[src/rtl/twostage_wdt_pkg.sv]
package twostage_wdt_pkg;
  localparam int CNT_W  = 9;
  localparam int LOAD_W = 8;
  localparam int REG_W  = 16;
  localparam int FILT_LSB = 9;
  localparam logic [CNT_W-1:0] RST_LEVEL   = 9'h1F0;
  localparam logic [CNT_W-1:0] AFTER_RESET = 9'h0FF;

  typedef struct packed {
    logic              load;
    logic [LOAD_W-1:0] loadVal;
    logic              dec;
    logic              strictMode;
  } wdtCmd_t;
endpackage

[src/rtl/twostage_wdt_ctrl.sv]
module twostage_wdt_ctrl
  import twostage_wdt_pkg::*;
#(
  parameter int PRESCALE = 2048,
  parameter int ADDR_W = 2
) (
  input  logic              clk,
  input  logic              rstN,
  input  logic [ADDR_W-1:0] regAddr,
  input  logic              regWr,
  input  logic [REG_W-1:0]  regWdata,
  input  logic              freezeSet,
  input  logic              freezeClr,
  input  logic              dbgHalt,
  input  logic              swRst,
  input  logic              rstFire,
  input  logic [CNT_W-1:0]  cnt,
  output wdtCmd_t           cmd,
  output logic [REG_W-1:0]  regRdata
);
  localparam int PRE_W = (PRESCALE > 2) ? $clog2(PRESCALE) : 1;
  localparam logic [PRE_W-1:0] PRE_LAST = PRE_W'(PRESCALE - 1);
  localparam logic [ADDR_W-1:0] VAL_OFS = ADDR_W'(0);
  localparam logic [ADDR_W-1:0] CTL_OFS = ADDR_W'(2);

  logic [PRE_W-1:0] presc;
  logic frozen, modeBit, tick, hold, loadOk, valSel, ctlSel;
  logic unusedData;

  assign unusedData = regWdata[LOAD_W];
  assign valSel = (regAddr == VAL_OFS);
  assign ctlSel = (regAddr == CTL_OFS);
  assign loadOk = regWr & valSel & (regWdata[REG_W-1:FILT_LSB] == '0);
  assign tick = (presc == PRE_LAST);
  assign hold = dbgHalt | (frozen & ~modeBit);

  always_comb begin
    cmd.load = loadOk;
    cmd.loadVal = regWdata[LOAD_W-1:0];
    cmd.dec = tick & ~hold & ~loadOk;
    cmd.strictMode = modeBit;
  end

  always_comb begin
    regRdata = '0;
    if (valSel) regRdata[CNT_W-1:0] = cnt;
    else if (ctlSel) regRdata[0] = modeBit;
  end

  always_ff @(posedge clk or negedge rstN) begin
    if (!rstN) begin
      presc <= '0;
      frozen <= 1'b0;
      modeBit <= 1'b0;
    end else begin
      presc <= tick ? '0 : presc + 1'b1;
      if (modeBit || freezeClr) frozen <= 1'b0;
      else if (freezeSet) frozen <= 1'b1;
      if (swRst || rstFire) modeBit <= 1'b0;
      else if (regWr && ctlSel && regWdata[0]) modeBit <= 1'b1;
    end
  end
endmodule

[src/rtl/twostage_wdt_dp.sv]
module twostage_wdt_dp
  import twostage_wdt_pkg::*;
(
  input  logic             clk,
  input  logic             rstN,
  input  wdtCmd_t          cmd,
  output logic [CNT_W-1:0] cnt,
  output logic             nmiPulse,
  output logic             rstPulse,
  output logic             rstFire
);
  logic [CNT_W-1:0] nextCnt;
  logic landNonPos, nmiFire;

  assign nextCnt = cnt - 1'b1;
  assign landNonPos = nextCnt[CNT_W-1] | (nextCnt == '0);
  assign rstFire = cmd.dec & (cmd.strictMode ? landNonPos : (nextCnt == RST_LEVEL));
  assign nmiFire = cmd.dec & ~cmd.strictMode & (nextCnt == '0);

  always_ff @(posedge clk or negedge rstN) begin
    if (!rstN) begin
      cnt <= '0;
      nmiPulse <= 1'b0;
      rstPulse <= 1'b0;
    end else begin
      if (cmd.load) cnt <= {1'b0, cmd.loadVal};
      else if (rstFire) cnt <= AFTER_RESET;
      else if (cmd.dec) cnt <= nextCnt;
      nmiPulse <= nmiFire;
      rstPulse <= rstFire;
    end
  end
endmodule

[src/rtl/twostage_wdt.sv]
module twostage_wdt
  import twostage_wdt_pkg::*;
#(
  parameter int PRESCALE = 2048
) (
  input  logic        clk,
  input  logic        rstN,
  input  logic [1:0]  regAddr,
  input  logic        regWr,
  input  logic [15:0] regWdata,
  output logic [15:0] regRdata,
  input  logic        freezeSet,
  input  logic        freezeClr,
  input  logic        dbgHalt,
  input  logic        swRst,
  output logic        nmiPulse,
  output logic        wdtRstPulse
);
  wdtCmd_t cmd;
  logic [CNT_W-1:0] cnt;
  logic rstFire;

  twostage_wdt_ctrl #(.PRESCALE(PRESCALE), .ADDR_W(2)) u_ctrl (
    .clk(clk), .rstN(rstN), .regAddr(regAddr), .regWr(regWr),
    .regWdata(regWdata), .freezeSet(freezeSet), .freezeClr(freezeClr),
    .dbgHalt(dbgHalt), .swRst(swRst), .rstFire(rstFire), .cnt(cnt),
    .cmd(cmd), .regRdata(regRdata)
  );

  twostage_wdt_dp u_dp (
    .clk(clk), .rstN(rstN), .cmd(cmd), .cnt(cnt),
    .nmiPulse(nmiPulse), .rstPulse(wdtRstPulse), .rstFire(rstFire)
  );
endmodule

[config.mk]
export PLATFORM = sky130hd
export DESIGN_NAME = twostage_wdt
export DESIGN_NICKNAME = d
export VERILOG_FILES = /design/src/rtl/twostage_wdt_pkg.sv /design/src/rtl/twostage_wdt_ctrl.sv /design/src/rtl/twostage_wdt_dp.sv /design/src/rtl/twostage_wdt.sv
export SDC_FILE = /design/constraint.sdc
export NUM_CORES = 1
export LEC_CHECK = 0
export BUFFER_PORTS_ARGS = -buffer_cell sky130_fd_sc_hd__buf_2
export CELL_PAD_IN_SITES_DETAIL_PLACEMENT = 1
export CELL_PAD_IN_SITES_GLOBAL_PLACEMENT = 1
export CORE_MARGIN = 2
export CORE_UTILIZATION = 42
export DETAILED_ROUTE_END_ITERATION = 16
export GPL_TIMING_DRIVEN = 0
export PLACE_DENSITY_LB_ADDON = 0.1
export SYNTH_ARGS = -nofsm -noshare
export SYNTH_HDL_FRONTEND = slang
export SYNTH_SLANG_ARGS = --single-unit
export TNS_END_PERCENT = 10
[constraint.sdc]
create_clock -name clk -period 6.3 [get_ports clk]
set_input_delay 0 -clock clk [delete_from_list [all_inputs] [get_ports clk]]
set_output_delay 0 -clock clk [all_outputs]
set_load 0.05 [all_outputs]
==> results of run 1 <==
[critical path, stage by stage (launching register included)]
cell	delay, ns
dfrtp_1	0.48
inv_1	0.12
ha_1	0.32
nor3b_4	0.34
and2_1	0.19
buf_6	0.12
a31oi_1	0.12
a211oi_4	0.43
nor2_2	0.07
o31a_1	0.31
[per-layer routing]
metal,share of wire,routed length (um),GRT usage
met4,0.012,57,0.0561
met5,0,0,0
met3,0.020,96,0.0383
met2,0.55,2630,0.431
met1,0.41,1960,0.264
[cells in the final DEF (no fill, tap or decap), types with 2 or more instances in the layout]
cell           Yosys  layout
buf_6              2       2
dlygate4sd3_1      0      12
and4_1             3       3
nand4b_1           2       2
nand3_2            2       2
o21ai_1            7       7
clkbuf_1           2       2
and2_1             8       8
o21ba_1            2       2
buf_2              2      36
a21oi_1            3       3
conb_1             1       7
xnor2_1            4       4
nand4_1            2       2
nand3_1            6       6
inv_1              4       4
o21ai_0            8       8
and3_1             3       3
nor3b_1            3       3
a211oi_1           4       4
xor2_1             6       6
or2_2              2       2
dfrtp_1           24      24
clkbuf_8           0       3
ha_1               3       3
nor3_1            10      10
nor2_1            24      24
o31ai_1            4       4
buf_4             10      10
nand2_1           19      19
[registers in the layout (all words and copies together), names as in the netlist]
| register | flops |
|---|---|
| u_dp.nmiPulse | 1 |
| u_ctrl.frozen | 1 |
| u_dp.rstPulse | 1 |
| u_dp.cnt | 9 |
| u_ctrl.presc | 11 |
| u_ctrl.modeBit | 1 |
[metrics by stage]
stage | instance area [sq um] | total power (uW) | worst slack (ns)
3_3_place_gp | 1950 | 218 | 3.74
4_1_cts | 2140 | 363 | 3.69
3_5_place_dp | 1950 | 220 | 3.71
2_1_floorplan | 1710 | 202 | 4.09
6_report | 2140 | 361 | 3.69
5_1_grt | 2140 | 375 | 3.52
[power by group through the flow]
stage          clock (uW)  combinational [uW]  sequential, uW
2_1_floorplan           0                41.7             160
3_3_place_gp            0                56.8             161
3_5_place_dp            0                59.0             161
4_1_cts               140                65.1             158
5_1_grt               146                71.1             158
6_report              137                65.5             158
[layout make-up]
type                       count  area, sq um  share of cell area
clock buffer                   3         41.3              0.0193
buffer                        17          124              0.0579
timing repair buffer          46          290               0.136
multi-input combinational    156          975               0.456
inverter                       4         15.0             0.00702
tap                           50         62.6              0.0293
clock inverter                 1         30.0              0.0140
sequential                    24          601               0.281
[kinds of logic (layout without fill, tap and decap cells)]
group                    after synthesis  after routing  share of synthesized area
multiplexers                           1              1                    0.00592
flip-flops                            24             24                      0.355
other                                  1              7                    0.00222
AO/OA/AOI/OAI                         38             38                      0.158
XOR/XNOR                              10             10                     0.0518
AND/OR/NAND/NOR                       97             97                      0.323
adder cells (fa/ha/maj)                3              3                     0.0222
buffers and inverters                 21             71                     0.0821
[how the worst min path moves through the flow]
stage          slack [ns]                         end  cells past startpoint  startpoint
2_1_floorplan       -0.30   u_ctrl.frozen$_DFFE_PN0P_                      0        rstN
3_3_place_gp         0.02     u_dp.cnt[4]$_DFFE_PN0P_                      1        rstN
3_5_place_dp         0.02     u_dp.cnt[4]$_DFFE_PN0P_                      1        rstN
4_1_cts              0.12  u_ctrl.modeBit$_DFFE_PN0P_                      4       regWr
5_1_grt              0.14  u_ctrl.modeBit$_DFFE_PN0P_                      4       regWr
6_report             0.14  u_ctrl.modeBit$_DFFE_PN0P_                      4       regWr
==> flow_metrics.env, run 1 <==
export IMPL_vias_per_cell=5.27
export IMPL_grt_pass1_wl_um=7750
export IMPL_dieHeight_um=67.5
export IMPL_timing_final_crit_share=0.415
export IMPL_yosysTopAreaCell="dfrtp_1"
export IMPL_grt_ovfl_total=0
export IMPL_pwr_share_clk=0.381
export IMPL_postLayoutCoreUtil=0.542
export IMPL_cts_tree="done"
export IMPL_cp_arrival_ns=2.77
export IMPL_nets=280
export IMPL_relSlewSlack=0.594
export IMPL_post_cts_resized=0
export IMPL_cts_num_sinks=24
export IMPL_regToRegSetupSlack_ns=3.69
export IMPL_cts_buffer_depth=2
export IMPL_internal_power_uw=269
export IMPL_async_reset_ff_frac=1.00
export IMPL_p_leak_uw=0.00102
export IMPL_ys_seq_elements=24
export IMPL_fillers=497
export IMPL_place_inst=285
export IMPL_wl_per_cell_um=15.8
export IMPL_drt_iter0_markers=51
export IMPL_irDropWorstVdd_mv=0.0786
export IMPL_post_dp_hpwl_um=3530
export IMPL_clk_pin_slew_worst_paths_ns=0.09
export IMPL_cts_setup_buffers=0
export IMPL_postRouteAntennaNets=0
export IMPL_ys_seq_area_frac=0.355
export IMPL_syn_inst=195
export IMPL_end_kind="register"
export IMPL_cts_root_buf="clkbuf_8"
export IMPL_drt_total_wl_um=4750
export IMPL_clock_latency_ns=0.27
export IMPL_synth_area_sq_um=1690
export IMPL_die_w_um=67.5
export IMPL_tightest_slew_ns=0.606
export IMPL_cp_max_fo=8
export IMPL_fin_setup_tns_ns=0
export IMPL_synth_edff_count=0
export IMPL_drv_cap=0
export IMPL_rsz0062_at_grt="false"
export IMPL_ff2ff_path_depth=9
export IMPL_coreArea_sq_um=3940
export IMPL_synth_commonest_cells="dfrtp_1 (24), nor2_1 (24), nand2_1 (19)"
export IMPL_synth_top_cell_area_share=0.355
export IMPL_seqPwrFrac=0.438
export IMPL_crit_type="register to register"
export IMPL_grt_antenna_before_repair=0
export IMPL_grt_pass1_vias=1629
export IMPL_place_gp_congestion=0.793
export IMPL_outcome="finished, final reports clean"
export IMPL_drcViolationCount=0
export IMPL_drtPass1Iterations=4
export IMPL_area_growth_pct=26.4
export IMPL_hold_worst_slack_ns=0.137
export IMPL_min_period_ns=2.61
export IMPL_cts_hold_buf=12
export IMPL_grt_start_max_net_pins=25
export IMPL_antenna_cells=0
export IMPL_drive_gt1_frac=0.263
export IMPL_ys_types=53
export IMPL_htree_levels=1
export IMPL_fmax_mhz=383
export IMPL_stdcell_count=301
export IMPL_rows=23
export IMPL_avgSynthCellArea_sq_um=8.67
export IMPL_setup_viol=0
export IMPL_initial_core_util=0.429
export IMPL_switchingPower_uw=91.6
export IMPL_synth_ff_type="dfrtp_1"
export IMPL_ioPinCount=43
export IMPL_power_density_nw_per_um2=169
export IMPL_place_port_buffers=34
export IMPL_maxSlewViolCount=0
export IMPL_reg2reg_from="u_dp.cnt[0]$_DFFE_PN0P_"
export IMPL_start_kind="register"
export IMPL_ys_warn_count=0
export IMPL_crit_end="u_ctrl.modeBit$_DFFE_PN0P_"
export IMPL_min_path_type="primary input to register"
export IMPL_cp_data_required_time_ns=6.46
export IMPL_ys_top_cells_by_area="dfrtp_1 (36%), nor2_1 (5.3%), buf_4 (4.4%)"
export IMPL_p_sw_frac=0.254
export IMPL_grt_util_all_layers=0.228
export IMPL_hold_viol=0
export IMPL_power_frac_comb=0.182
export IMPL_vias=1586
export IMPL_die_area_sq_um=4550
export IMPL_cts_buffers=3
export IMPL_clock_skew_final_ns=0.00274
export IMPL_crit_start="u_dp.cnt[0]$_DFFE_PN0P_"
export IMPL_timing_rr_end="u_ctrl.modeBit$_DFFE_PN0P_"
No activity file was read; power rests on OpenSTA's default activity.
==> run 2: changes to the inputs <==
- CORE_UTILIZATION: 42 -> 35
- clock period: 6.3 -> 2.13 ns (I/O delays scaled with it)
==> run 2 against run 1 <==
Effect of this change: the run now ends with negative setup slack left; sequential power increased to 3.0 times the previous value; sequential cell count unchanged; clock skew increased by 0.0059 ns; global-route usage decreased by 3.8 points; power increased to 3.0 times the previous value; sequential share of layout area decreased by 2.4 points; combinational power increased to 3.4 times the previous value; highest routed layer unchanged.
==> flow_metrics.env, run 2 (synthesis gave the netlist of run 1 again) <==
export IMPL_power_density_nw_per_um2=466
export IMPL_final_cell_mix="buf_2 (36), nor2_1 (24), dfrtp_1 (22), buf_4 (21), nand2_1 (19)"
export IMPL_rsz0062_at_grt="true"
export IMPL_cp_slowest_stage_delay_ns=0.44
export IMPL_grt_start_max_net_pins=25
export IMPL_wl_per_cell_um=15.0
export IMPL_clock_skew_final_ns=0.00862
export IMPL_violations="negative setup slack"
export IMPL_rows=25
export IMPL_grt_util_all_layers=0.190
export IMPL_tightest_slew_ns=0.563
export IMPL_top_regs="u_ctrl.presc (11), u_dp.cnt (9)"
export IMPL_postLayoutCoreUtil=0.500
export IMPL_htree_levels=1
export IMPL_worst_slack_ns=-0.0663
export IMPL_clk_pin_slew_worst_paths_ns=0.09
export IMPL_antenna_cells=0
export IMPL_grt_ovfl_total=0
export IMPL_hold_viol=0
export IMPL_drive_gt1_frac=0.356
export IMPL_grt_pass1_vias=1646
export IMPL_dieHeight_um=73.5
export IMPL_cp_slowest_cell="dfrtp_2"
export IMPL_coreArea_sq_um=4690
export IMPL_die_area_sq_um=5410
export IMPL_fmax_mhz=455
export IMPL_min_period_ns=2.20
export IMPL_irDropWorstVdd_mv=0.328
export IMPL_cts_root_buf="clkbuf_8"
export IMPL_min_path_type="primary input to register"
export IMPL_largest_register_ffs=11
export IMPL_drv_cap=0
export IMPL_drtPass1Iterations=4
export IMPL_timing_final_crit_share=1.03
export IMPL_layout_cells_most_common="buf_2"
export IMPL_postRouteAntennaNets=0
export IMPL_relSlewSlack=0.625
export IMPL_vias=1623
export IMPL_cp_arrival_ns=2.36
export IMPL_crit_chain="inv_4, ha_4, nor3b_4, and2_1, buf_6, a31oi_4, a211oi_4, nor2_2, o31a_1"
export IMPL_cts_tree="done"
export IMPL_crit_type="register to register"
export IMPL_grt_antenna_before_repair=0
export IMPL_place_gp_congestion=0.760
export IMPL_setup_viol=5
export IMPL_outcome="finished, violations left"
export IMPL_cts_buffers=3
export IMPL_ioPinCount=43
export IMPL_initial_core_util=0.361
export IMPL_drcViolationCount=0
export IMPL_post_dp_hpwl_um=3330
export IMPL_start_kind="register"
export IMPL_cts_buffer_depth=2
export IMPL_grt_pass1_wl_um=8030
export IMPL_top_register="u_ctrl.presc"
export IMPL_drt_total_wl_um=4770
export IMPL_end_kind="register"
export IMPL_area_growth_pct=38.6
export IMPL_fin_setup_tns_ns=-0.146
export IMPL_p_leak_uw=0.00110
export IMPL_maxSlewViolCount=0
export IMPL_nets=293
export IMPL_die_w_um=73.5
export IMPL_hold_worst_slack_ns=0.110
export IMPL_drt_iter0_markers=47
export IMPL_vias_per_cell=5.10
export IMPL_cp_max_fo=5
export IMPL_cp_data_required_time_ns=2.30
export IMPL_cts_num_sinks=24
export IMPL_place_port_buffers=34
export IMPL_clock_latency_ns=0.27
[run 2: changes by cell type in the layout (fill, tap and decap cells not counted), sizes merged]
cell	change
clkbuf	-1
buf	+14
[run 2: what timing repair did]
item,in CTS,in global routing
hold endpoints to repair,34,0
buffers inserted,12,3
resized for setup,14,8
pin swaps,7,3
endpoints found under the setup margin,12,12
hold buffers,12,0
[run 2: path summary, 6_finish.rpt]
path / from / to / slack (ns) / cells past startpoint
min: regWr / u_ctrl.modeBit$_DFFE_PN0P_ / 0.11 / 4
max in group asynchronous: rstN / u_dp.cnt[1]$_DFFE_PN0P_ / 1.47 / 2
min reg2reg: u_ctrl.presc[0]$_DFF_PN0_ / u_ctrl.presc[0]$_DFF_PN0_ / 0.50 / 1
max reg2reg: u_dp.cnt[1]$_DFFE_PN0P_ / u_ctrl.modeBit$_DFFE_PN0P_ / -0.07 / 9
max: u_dp.cnt[1]$_DFFE_PN0P_ / u_ctrl.modeBit$_DFFE_PN0P_ / -0.07 / 9
min in group asynchronous: rstN / u_dp.cnt[2]$_DFFE_PN0P_ / 0.26 / 2
[run 2: stage by stage]
step                instance area, sq um  setup slack (ns)  power (uW)  std cells
floorplan                           1730            0.0305         599        201
global placement                    1960            -0.332         649        289
detailed placement                  1960            -0.306         652        289
CTS                                 2290           0.00565        1100        316
global route                        2340            -0.166        1150        318
finish                              2340           -0.0663        1090        318
[run 2: final cells by class]
cell class	count	area [sq um]
Fill cell	557	2350
Multi-Input combinational cell	156	1060
Buffer	16	120
Tap cell	54	67.6
Clock buffer	3	41.3
Clock inverter	1	30.0
Sequential cell	24	603
Timing Repair Buffer	60	407
Inverter	4	20.0
[run 2: routing by layer]
metal	routed length (um)	track usage
met1	2320	0.257
met3	138	0.0357
met2	2300	0.329
met4	8	0.0121
met5	0	0
[run 2: worst max-delay path: cells and delay by family, from the launching register on]
| kind | cells | cell delay (ns) |
|---|---|---|
| flops | 1 | 0.44 |
| simple gates | 3 | 0.55 |
| compound gates | 3 | 0.77 |
| fa+ha+maj | 1 | 0.14 |
| buf+inv | 2 | 0.19 |
[run 2: report_power, final]
group / internal [uW] / switching, uW
Sequential: 461 / 5.47
Combinational: 102 / 119
Clock: 251 / 154
Total: 815 / 278
